<file path="src/rtl/elink_bridge_pkg.sv">
// Package: shared types and sizing helpers for the link bridge.
// Assumes: callers pass positive widths and a ratio of 1 or 2.
package elink_bridge_pkg;

    // Which clock edge supplies the first bit of a captured pair
    typedef enum logic {
        EDGE_RISE_FIRST = 1'b0,
        EDGE_FALL_FIRST = 1'b1
    } edge_order_e;

    // Number of links an uplink frame can hold at double data rate
    function automatic int link_capacity(input int ul_w, input int ratio);
        return (ul_w + 2 * ratio - 1) / (2 * ratio);
    endfunction

endpackage

</file>
<file path="src/rtl/elink_tx_lane.sv">
// Module: one downlink serializer lane.
// On a frame strobe it loads the lane's field and drives the field's MSB.
// On the following cycles it shifts out the lower bits, one per cycle,
// then sends zeros until the next strobe.
// Assumes: strobes arrive every RATIO cycles; single data rate output.
module elink_tx_lane #(
    parameter int RATIO = 1
) (
    input  logic             clk,
    input  logic             rst_n,
    input  logic             load,
    input  logic [RATIO-1:0] field,
    output logic             tx
);

    logic [RATIO-1:0] pend_q;   // bits still waiting to be sent
    logic             tx_q;

    // Load a fresh field on a strobe, otherwise shift the pending bits out
    always_ff @(posedge clk) begin
        if (!rst_n) begin
            pend_q <= '0;
            tx_q   <= 1'b0;
        end else if (load) begin
            tx_q   <= field[RATIO-1];
            pend_q <= field << 1;
        end else begin
            tx_q   <= pend_q[RATIO-1];
            pend_q <= pend_q << 1;
        end
    end

    assign tx = tx_q;

endmodule

</file>
<file path="src/rtl/elink_rx_lane.sv">
// Module: one uplink double-data-rate capture lane.
// The input is sampled on the rising edge and on the falling edge.
// Each cycle one bit pair, earliest bit in the MSB, is formed in the
// order picked for the current frame:
//   rising first : rise(c), fall(c)
//   falling first: fall(c-1), rise(c)
// The pairs are accumulated into a 2*RATIO-bit field. acc_next is the field
// that is complete when the next frame strobe is sampled.
// Assumes: clk has a roughly even duty cycle; rx_bit is already aligned.
module elink_rx_lane
    import elink_bridge_pkg::*;
#(
    parameter int RATIO = 1
) (
    input  logic                 clk,
    input  logic                 rst_n,
    input  logic                 frame_stb,
    input  logic                 rx_bit,
    input  logic                 order_in,
    output logic [2*RATIO-1:0]   acc_next
);

    localparam int UL_BITS = 2 * RATIO;

    logic        rise_q;    // sample from the rising edge of this cycle
    logic        fall_q;    // sample from the falling edge of this cycle
    logic        fall_d;    // falling sample from one cycle earlier
    edge_order_e order_q;   // order latched at the frame strobe
    logic [1:0]  pair;

    // Rising-edge capture, delayed falling sample, per-frame order latch
    always_ff @(posedge clk) begin
        if (!rst_n) begin
            rise_q  <= 1'b0;
            fall_d  <= 1'b0;
            order_q <= EDGE_RISE_FIRST;
        end else begin
            rise_q <= rx_bit;
            fall_d <= fall_q;
            if (frame_stb) begin
                order_q <= edge_order_e'(order_in);
            end
        end
    end

    // Falling-edge capture
    always_ff @(negedge clk) begin
        if (!rst_n) begin
            fall_q <= 1'b0;
        end else begin
            fall_q <= rx_bit;
        end
    end

    // Form this cycle's bit pair, earliest bit in the MSB
    always_comb begin
        if (order_q == EDGE_FALL_FIRST) begin
            pair = {fall_d, rise_q};
        end else begin
            pair = {rise_q, fall_q};
        end
    end

    generate
        if (RATIO == 1) begin : g_single
            assign acc_next = pair;
        end else begin : g_multi
            logic [UL_BITS-3:0] hist_q;   // pairs taken earlier in this frame

            // Keep the earlier pairs of the frame, oldest toward the MSB
            always_ff @(posedge clk) begin
                if (!rst_n) begin
                    hist_q <= '0;
                end else begin
                    hist_q <= acc_next[UL_BITS-3:0];
                end
            end

            assign acc_next = {hist_q, pair};
        end
    endgenerate

endmodule

</file>
<file path="src/rtl/elink_ul_packer.sv">
// Module: uplink frame register.
// Holds the assembled uplink frame for a whole frame period and pulses
// valid for one cycle when it is replaced. Unassigned upper bits are 0.
// A flag blocks output until one full frame has been collected after reset.
// Assumes: lane fields arrive complete in the cycle frame_stb is sampled.
module elink_ul_packer #(
    parameter int UL_W    = 112,
    parameter int N_LINKS = 56,
    parameter int RATIO   = 1
) (
    input  logic                          clk,
    input  logic                          rst_n,
    input  logic                          frame_stb,
    input  logic [N_LINKS*2*RATIO-1:0]    lanes,
    output logic [UL_W-1:0]               ul_frame,
    output logic                          ul_valid
);

    localparam int USED = N_LINKS * 2 * RATIO;

    logic            armed_q;    // a frame start has been seen since reset
    logic            valid_q;
    logic [UL_W-1:0] frame_q;
    logic [UL_W-1:0] assembled;

    // Place the lane fields at the bottom and zero-fill the rest
    generate
        if (USED < UL_W) begin : g_pad
            assign assembled = {{(UL_W - USED){1'b0}}, lanes};
        end else begin : g_full
            assign assembled = lanes;
        end
    endgenerate

    // Arm on the first strobe, then latch a frame at every later strobe
    always_ff @(posedge clk) begin
        if (!rst_n) begin
            armed_q <= 1'b0;
            valid_q <= 1'b0;
            frame_q <= '0;
        end else begin
            valid_q <= frame_stb && armed_q;
            if (frame_stb) begin
                armed_q <= 1'b1;
            end
            if (frame_stb && armed_q) begin
                frame_q <= assembled;
            end
        end
    end

    assign ul_frame = frame_q;
    assign ul_valid = valid_q;

endmodule

</file>
<file path="src/rtl/elink_bridge.sv">
// Module: top of the link bridge.
// It splits each downlink frame into per-link fields, RATIO bits per link
// taken from dl_frame[k*RATIO +: RATIO], and serializes them MSB first.
// It also captures every link input at double data rate and packs
// 2*RATIO bits per link into the uplink frame.
// Assumes: clk is RATIO times the frame clock; frame_stb marks the first
// cycle of every frame and is regular; N_LINKS*2*RATIO <= UL_W and
// N_LINKS*RATIO <= DL_W.
module elink_bridge
    import elink_bridge_pkg::*;
#(
    parameter int DL_W    = 80,
    parameter int UL_W    = 112,
    parameter int RATIO   = 1,
    parameter int N_LINKS = link_capacity(UL_W, RATIO)
) (
    input  logic                 clk,
    input  logic                 rst_n,
    input  logic                 frame_stb,
    input  logic [DL_W-1:0]      dl_frame,
    input  logic [N_LINKS-1:0]   elink_rx,
    input  logic [N_LINKS-1:0]   rx_order,
    output logic [N_LINKS-1:0]   elink_tx,
    output logic [UL_W-1:0]      ul_frame,
    output logic                 ul_valid
);

    localparam int UL_BITS  = 2 * RATIO;
    localparam int USED_UL  = N_LINKS * UL_BITS;
    localparam int USED_DL  = N_LINKS * RATIO;
    localparam int LINK_CAP = link_capacity(UL_W, RATIO);

    logic [USED_UL-1:0] lane_fields;
    logic [USED_DL-1:0] dl_used;

    // Only the assigned low part of the downlink frame reaches the lanes
    assign dl_used = dl_frame[USED_DL-1:0];

    generate
        for (genvar k = 0; k < N_LINKS; k++) begin : g_link
            elink_tx_lane #(
                .RATIO(RATIO)
            ) u_tx (
                .clk   (clk),
                .rst_n (rst_n),
                .load  (frame_stb),
                .field (dl_used[k*RATIO +: RATIO]),
                .tx    (elink_tx[k])
            );

            elink_rx_lane #(
                .RATIO(RATIO)
            ) u_rx (
                .clk       (clk),
                .rst_n     (rst_n),
                .frame_stb (frame_stb),
                .rx_bit    (elink_rx[k]),
                .order_in  (rx_order[k]),
                .acc_next  (lane_fields[k*UL_BITS +: UL_BITS])
            );
        end
    endgenerate

    elink_ul_packer #(
        .UL_W    (UL_W),
        .N_LINKS (N_LINKS),
        .RATIO   (RATIO)
    ) u_pack (
        .clk       (clk),
        .rst_n     (rst_n),
        .frame_stb (frame_stb),
        .lanes     (lane_fields),
        .ul_frame  (ul_frame),
        .ul_valid  (ul_valid)
    );

endmodule

</file>
<file path="config.mk">
export PLATFORM = sky130hd
export DESIGN_NAME = elink_bridge
export DESIGN_NICKNAME = d
export VERILOG_FILES = /design/src/rtl/elink_bridge_pkg.sv /design/src/rtl/elink_tx_lane.sv /design/src/rtl/elink_rx_lane.sv /design/src/rtl/elink_ul_packer.sv /design/src/rtl/elink_bridge.sv
export SDC_FILE = /design/constraint.sdc
export NUM_CORES = 1
export LEC_CHECK = 0
export BUFFER_PORTS_ARGS = -buffer_cell sky130_fd_sc_hd__buf_4
export CAP_MARGIN = 10
export CORE_MARGIN = 4
export CORE_UTILIZATION = 30
export CTS_BUF_LIST = sky130_fd_sc_hd__clkbuf_4
export DETAILED_ROUTE_END_ITERATION = 16
export HOLD_SLACK_MARGIN = 0.06
export PLACE_DENSITY_LB_ADDON = 0.1
export SLEW_MARGIN = 20
export SYNTH_ARGS = -nofsm -noshare
export SYNTH_HDL_FRONTEND = slang
export SYNTH_SLANG_ARGS = --single-unit
</file>
<file path="constraint.sdc">
create_clock -name clk -period 1.63 [get_ports clk]
set_input_delay 0.2445 -clock clk [delete_from_list [all_inputs] [get_ports clk]]
set_output_delay 0.2445 -clock clk [all_outputs]
set_load 0.05 [all_outputs]
</file>
# ---- After elaboration in Yosys (flattened, before gate mapping)
# Cells that the tools add are included.
dict set report word_totals {
  regBits 394
  in_bits 195
  output_inout_bits 169
  word_cells 397
}
dict set report classes {
  n_mux 112
  n_reduce_logical 2
}
# op count
set ops {}
lappend ops {{2-to-1 mux 2 bit} 56}
lappend ops {{2-to-1 mux 1 bit} 56}
lappend ops {{AND reduction 2 bit} 1}
lappend ops {{logical AND 1 bit} 1}

# ---- Depth between registers and ports, before layout
# Gate-level depths: netlist of run 1.
dict set report depth {
  ltp_word 1
  ltp_mapped 6
  mapped_depth_nobuf 2
}

# ---- Cells and area by module
# A second synthesis of run 1 with hierarchy kept.
dict set report unflattened {
  cells_unflattened 1244
  area_unflattened_um2 13681.9
}
# module instances cells_each area_each_um2 seq_area_each_um2
set modules_own_cells {}
lappend modules_own_cells {elink_rx_lane 56 11 135.1 80.1}
lappend modules_own_cells {elink_ul_packer 1 516 4643.2 2282.2}
lappend modules_own_cells {elink_tx_lane 56 2 26.3 20.0}

==> run_results.csv, run 1 <==
group,metric,value,unit
floorplan,die_area,48600,um^2
routing,firstDrtPassIters,4,
placed_design,pre_cts_ws,-0.1242,ns
synth,ys_ff_latch,394,
worst_setup_path,cp_slowest_cell,"dfxtp_2",
clock_network,insertion_delay,0.81,ns
synth,yosysTopAreaCell,"dfxtp_1",
worst_setup_path,reg2reg_setup_slack,0.11,ns
worst_setup_path,r2r_start,"g_link[13].u_rx.fall_q$_DFF_N_",
routing,drt_iter0_markers,274,
worst_setup_path,r2r_cells,2,
worst_setup_path,cp_data_arrival_time,1.33,ns
global_route,track_usage,16.29,%
flow_run,maxCapViolCount,0,
placed_design,dp_hpwl,24590,um
clock_network,cts_sinks,394,
clock_network,cts_tree,"done",
power,power_leakage,9.900,nW
timing,finalCritPeriodShare,96.57,%
power,powerDensity,1043,nW/um^2
worst_setup_path,path_cells,"buf_8",
worst_setup_path,max_stage_delay,0.36,ns
min_path,hold_depth,4,
timing,fin_ws,0.05586,ns
timing,slew_headroom,70.15,%
worst_setup_path,crit_start,"u_pack.ul_frame[55]$_SDFFE_PN0P_",
final_layout,fin_nets,2064,
global_route,overflow,0,
floorplan,core_area,44410,um^2
power,vdd_drop_max,0.0005662,V
synth,postSynthCellCount,1160,
synth,synthesis.area,13540,um^2
floorplan,row_count,77,
timing,rsz0062_at_grt,"true",
status,outcome,"complete, no violations",
clock_network,htree_levels,3,
routing,drt-wirelength-per-cell,15.69,um
final_layout,area_delta_synth_final,66.77,%
synth,synth_cell_type_count,14,
synth,synth.top_cell.area_share,58.25,%
final_layout,drive_gt1_share,44.22,%
floorplan,start_util,30.49,%
synth,syn_avg_cell_area,11.67,um^2
timing,finalHoldViolCount,0,
timing,setup_viol,0,
worst_setup_path,crit_fanout,2,
timing,final_max_slew_viol_count,0,
clock_network,numCtsBuffers,109,
floorplan,fp.dieH,220.5,um
timing,setup_tns,0,ns
min_path,min_path_type,"in -> reg",
synth,yosysWarnings,0,
placed_design,io_buffer_count,339,
worst_setup_path,start_kind,"register",
routing,vias_per_cell,4.344,
clock_network,cts_root_buffer,"clkbuf_4",
timing,max_freq,635.3,MHz
clock_network,cts_buffer_depth,3,
worst_setup_path,cp-end-kind,"primary output",
synth,yosys-top-cells-area,"dfxtp_1 (58%), mux2i_1 (12%), a211oi_2 (7.4%), and2_1 (5.2%), a21oi_1 (4.1%)",
timing,fin_skew,0.06448,ns
worst_setup_path,required,1.39,ns
routing,wirelength,39940,um
placed_design,gp_congestion,0.7364,
routing,vias,11060,
floorplan,io_pins,364,
global_route,grt_pass1_vias,11960,
global_route,antenna_found_initial,7,
worst_setup_path,r2r-end,"u_pack.ul_frame[26]$_SDFFE_PN0P_",
worst_setup_path,cp_num_buf_inv,1,
synth,synth_nets,1355,
routing,drc,0,
worst_setup_path,cpLargestDelayFamily,"flip-flops",
global_route,grt_pass1_wl,62690,um
timing,tightest_slew,0.4478,ns
final_layout,fin_util,50.85,%
worst_setup_path,crit_end,"ul_frame[55]",
clock_network,clk_pin_slew,0.06,ns
timing,period_minus_slack,1.574,ns
global_route,grt_max_degree,96,
worst_setup_path,cp.depth,1,
worst_setup_path,path_class,"reg -> out",
floorplan,fp.dieW,220.5,um
synth,synth_seq_area_share,58.25,%
routing,final_antenna_net_count,0,
-- registers in the layout, indices dropped and copies added, names as in the netlist --
name                 cells
g_link.u_rx.rise_q      56
u_pack.ul_valid          1
u_pack.ul_frame        112
u_pack.armed_q           1
g_link.u_rx.fall_d      56
g_link.u_rx.order_q     56
g_link.u_tx.tx          56
g_link.u_rx.fall_q      56
-- kinds of logic (layout without fill, tap and decap cells) --
kind of cell | Yosys count | in the layout | synth area share (%)
buffers and inverters | 146 | 933 | 6.569
multiplexers | 168 | 168 | 12.42
AND/OR/NAND/NOR | 228 | 228 | 9.461
flip-flops | 394 | 394 | 58.25
other | 0 | 7 | 0
AO/OA/AOI/OAI | 224 | 224 | 13.31
-- synth_stat cells --
master	count
dfxtp_1	394
mux2i_1	168
and2_1	113
a21oi_1	112
a211oi_2	80
buf_4	62
nor2_1	58
and3_1	57
clkbuf_1	50
a211oi_1	32
buf_2	21
buf_6	11
inv_1	1
inv_2	1
-- worst min path at each step --
stage                             from                                   end  slack, ns
final                     rx_order[30]  g_link[30].u_rx.order_q$_SDFFE_PN0P_       0.22
after floorplan           elink_rx[35]        g_link[35].u_rx.rise_q$_DFF_P_       0.38
after global routing      rx_order[35]  g_link[35].u_rx.order_q$_SDFFE_PN0P_       0.10
after CTS                 rx_order[32]  g_link[32].u_rx.order_q$_SDFFE_PN0P_       0.09
after global placement    elink_rx[52]        g_link[52].u_rx.rise_q$_DFF_P_       0.47
after detailed placement  elink_rx[38]        g_link[38].u_rx.rise_q$_DFF_P_       0.48
-- metal layers --
layer  routed length, um  part of all wire (%)  vias to the layer above  global-route usage (%)
met4                1294                   3.2                        4                   6.971
met3                2822                   7.1                      100                   6.262
met1               16880                    42                     5168                   19.12
met5                  21                 0.053                        -                       0
met2               18920                    47                      299                   26.65
li1                    -                     -                     5489                       -
-- layout by cell type (no fill, tap or decap) --
master,n
buf_6,7
dfxtp_2,165
buf_4,221
diode_2,7
bufinv_8,1
inv_2,11
inv_1,75
clkinv_1,3
inv_8,1
and2_4,37
a211oi_1,32
a21oi_1,112
dlygate4sd3_1,281
bufinv_16,1
and3_1,57
clkbuf_4,154
buf_12,17
nor2_1,58
buf_8,160
clkbuf_8,1
mux2i_1,168
and2_1,76
dfxtp_4,5
dfxtp_1,224
a211oi_2,80
-- per-stage QoR --
| stage | cell area, um^2 | cells | hold slack, ns | total power, mW |
|---|---|---|---|---|
| after floorplan | 13720 | 1160 | 0.3822 | 12.77 |
| after global placement | 16520 | 1984 | 0.4721 | 13.75 |
| after detailed placement | 16520 | 1984 | 0.4789 | 13.78 |
| after CTS | 22370 | 2528 | 0.09426 | 23.94 |
| after global routing | 22580 | 2545 | 0.1048 | 24.95 |
| final | 22580 | 2546 | 0.2165 | 23.55 |
-- layout make-up --
class | count | area, um^2
repair buffers | 687 | 7307
multi-input cells | 620 | 4857
flip-flops and latches | 394 | 8113
well taps | 592 | 740.7
inverters | 1 | 11.26
diodes | 7 | 17.52
clock inverters | 91 | 381.6
clock buffers | 154 | 1156
fillers | 4062 | 21830
-- where the power goes --
| group | total (mW) | leakage (nW) | internal, mW | switching [mW] |
|---|---|---|---|---|
| logic | 3.84 | 5.39 | 1.98 | 1.86 |
| registers | 10.6 | 3.32 | 10.2 | 0.367 |
| clock network | 9.13 | 1.19 | 4.73 | 4.39 |
| total | 23.5 | 9.90 | 16.9 | 6.63 |
-- timing repair --
item,in CTS,in global routing
endpoints found under the setup margin,169,168
gates resized for setup,476,30
buffers inserted,19,11
hold buffers,281,0
cloned,0,0
endpoints found under the hold margin,253,0
pin swaps,0,0
No activity file was read; power rests on OpenSTA's default activity.
==> run 2, diff against run 1 <==
--- a/config.mk
+++ b/config.mk
@@ -8,7 +8,7 @@
 export BUFFER_PORTS_ARGS = -buffer_cell sky130_fd_sc_hd__buf_4
 export CAP_MARGIN = 10
 export CORE_MARGIN = 4
-export CORE_UTILIZATION = 30
+export CORE_UTILIZATION = 54
 export CTS_BUF_LIST = sky130_fd_sc_hd__clkbuf_4
 export DETAILED_ROUTE_END_ITERATION = 16
 export HOLD_SLACK_MARGIN = 0.06
==> run 2 against run 1 <==
  * Non-clock buffer count shrank 107
  * First-iteration DRC count grew 87%
  * Wire length shrank 9.0%
  * Global-route usage grew 9.2 points
  * Cell area shrank 12%
  * Sequential power is essentially flat
  * Critical path depth grew 3
  * Sequential share of layout area grew 4.0 points
  * Die area shrank 43%
  * Critical endpoint is now g_link[1].u_rx.fall_q$_DFF_N_
  * Count of clock-buffer cells in the layout shrank 11
==> run_results.csv, run 2 (synthesized netlist as in run 1, its figures left out) <==
group,metric,value,unit
final_layout,final_common_cell,"dfxtp_1",
routing,drt-wirelength-per-cell,16.83,um
worst_setup_path,cp_data_arrival_time,1.37,ns
timing,setup_viol,0,
clock_network,numCtsBuffers,99,
global_route,grt_max_degree,56,
final_layout,fillCellCount,1422,
floorplan,die_area,27680,um^2
worst_setup_path,crit_fanout,29,
worst_setup_path,start_kind,"input pin",
placed_design,dp_hpwl,21300,um
min_path,min_path_type,"in -> reg",
timing,setup_tns,0,ns
power,power,22.65,mW
worst_setup_path,required,1.40,ns
placed_design,placed_area,16210,um^2
timing,fin_ws,0.02732,ns
routing,drt_iter0_markers,512,
power,powerDensity,1145,nW/um^2
routing,vias_per_cell,4.997,
floorplan,core_area,24460,um^2
final_layout,drive_gt1_share,35.34,%
final_layout,most-common-layout-cells,"dfxtp_1 (393), buf_4 (355), dlygate4sd3_1 (205)",
clock_network,insertion_delay,0.70,ns
routing,drc,0,
final_layout,regArea,7891,um^2
final_layout,largest_reg_flops,112,
routing,firstDrtPassIters,5,
global_route,antenna_found_initial,5,
floorplan,io_pins,364,
timing,slew_headroom,66.97,%
timing,fin_skew,0.03108,ns
placed_design,gp_congestion,0.7636,
clock_network,htree_levels,3,
routing,wirelength,36330,um
clock_network,cts_root_buffer,"clkbuf_4",
timing,finalHoldViolCount,0,
final_layout,multi_input_area,4857,um^2
worst_setup_path,reg2reg_setup_slack,0.07,ns
global_route,grt_pass1_vias,11520,
power,power_leakage,8.952,nW
status,outcome,"complete, no violations",
clock_network,cts_tree,"done",
worst_setup_path,path_class,"in -> reg",
final_layout,fin_nets,1947,
floorplan,fp.dieH,166.4,um
timing,final_max_slew_viol_count,0,
clock_network,cts_buffer_depth,3,
global_route,track_usage,25.53,%
timing,rsz0062_at_grt,"false",
global_route,overflow,0,
floorplan,fp.dieW,166.4,um
power,vdd_drop_max,0.0008673,V
clock_network,post_cts_buffers,0,
placed_design,dp.cells,1715,
global_route,grt_pass1_wl,58640,um
floorplan,start_util,55.36,%
final_layout,fin_cells,2159,
placed_design,io_buffer_count,339,
timing,tightest_slew,0.4955,ns
routing,final_antenna_net_count,0,
routing,vias,10790,
worst_setup_path,cp-end-kind,"register",
clock_network,cts_sinks,394,
clock_network,clk_pin_slew,0.06,ns
floorplan,row_count,57,
final_layout,area_delta_synth_final,46.07,%
placed_design,pre_cts_ws,-0.1127,ns
final_layout,final_area,19780,um^2
flow_run,maxCapViolCount,0,
run 2: cell count changes in the layout (fill, tap and decap cells not counted), sizes merged:
cell	delta
buf	-31
bufinv	+1
clkbuf	-11
clkinv	+6
clkinvlp	+3
diode	-3
dlygate4sd3	-76
inv	-8
run 2: final timing paths:
kind	depth (start not counted)	startpoint	to
worst max-delay path	4	rst_n	g_link[1].u_rx.fall_q$_DFF_N_
worst min-delay path	3	elink_rx[14]	g_link[14].u_rx.rise_q$_DFF_P_
worst max register to register	2	g_link[45].u_rx.fall_q$_DFF_N_	u_pack.ul_frame[90]$_SDFFE_PN0P_
worst min register to register	2	u_pack.ul_frame[27]$_SDFFE_PN0P_	u_pack.ul_frame[27]$_SDFFE_PN0P_
run 2: report_power, final:
| group | internal, mW | switching (mW) | leakage, nW |
|---|---|---|---|
| registers | 10.2 | 0.301 | 3.25 |
| clock network | 4.62 | 4.25 | 1.14 |
| logic | 1.49 | 1.82 | 4.56 |
run 2: cell type report:
class,instances,area share (%)
Sequential cell,394,39.90
Timing Repair Buffer,580,25.80
Multi-Input combinational cell,620,24.56
Clock buffer,143,5.427
Clock inverter,93,2.182
Tap cell,324,2.049
Antenna cell,4,0.05060
Inverter,1,0.04428
run 2: layer usage:
metal,vias up,GRT usage (%),share of wire (%)
li1,5241,-,-
met1,5125,29.66,41
met2,330,43.34,49
met3,90,8.117,6.9
met4,2,11.28,3.6
met5,-,0,0.036
run 2: worst max-delay path, cell delays in order:
cell	delay, ns
dlygate4sd3_1	0.56
buf_6	0.20
buf_12	0.20
and2_4	0.16
run 2: metrics by stage:
stage	hold slack (ns)	util, %
floorplan	0.3822	-
CTS	0.2538	80.80
detailed placement	0.4730	66.28
global placement	0.4686	66.28
finish	0.3266	80.86
global route	0.2803	80.86
run 2: repair_timing:
item                       4_1_cts  5_1_grt
setup endpoints to repair        0        2
hold endpoints to repair       211        0
gates resized for setup          0        1
hold buffers                   205        0
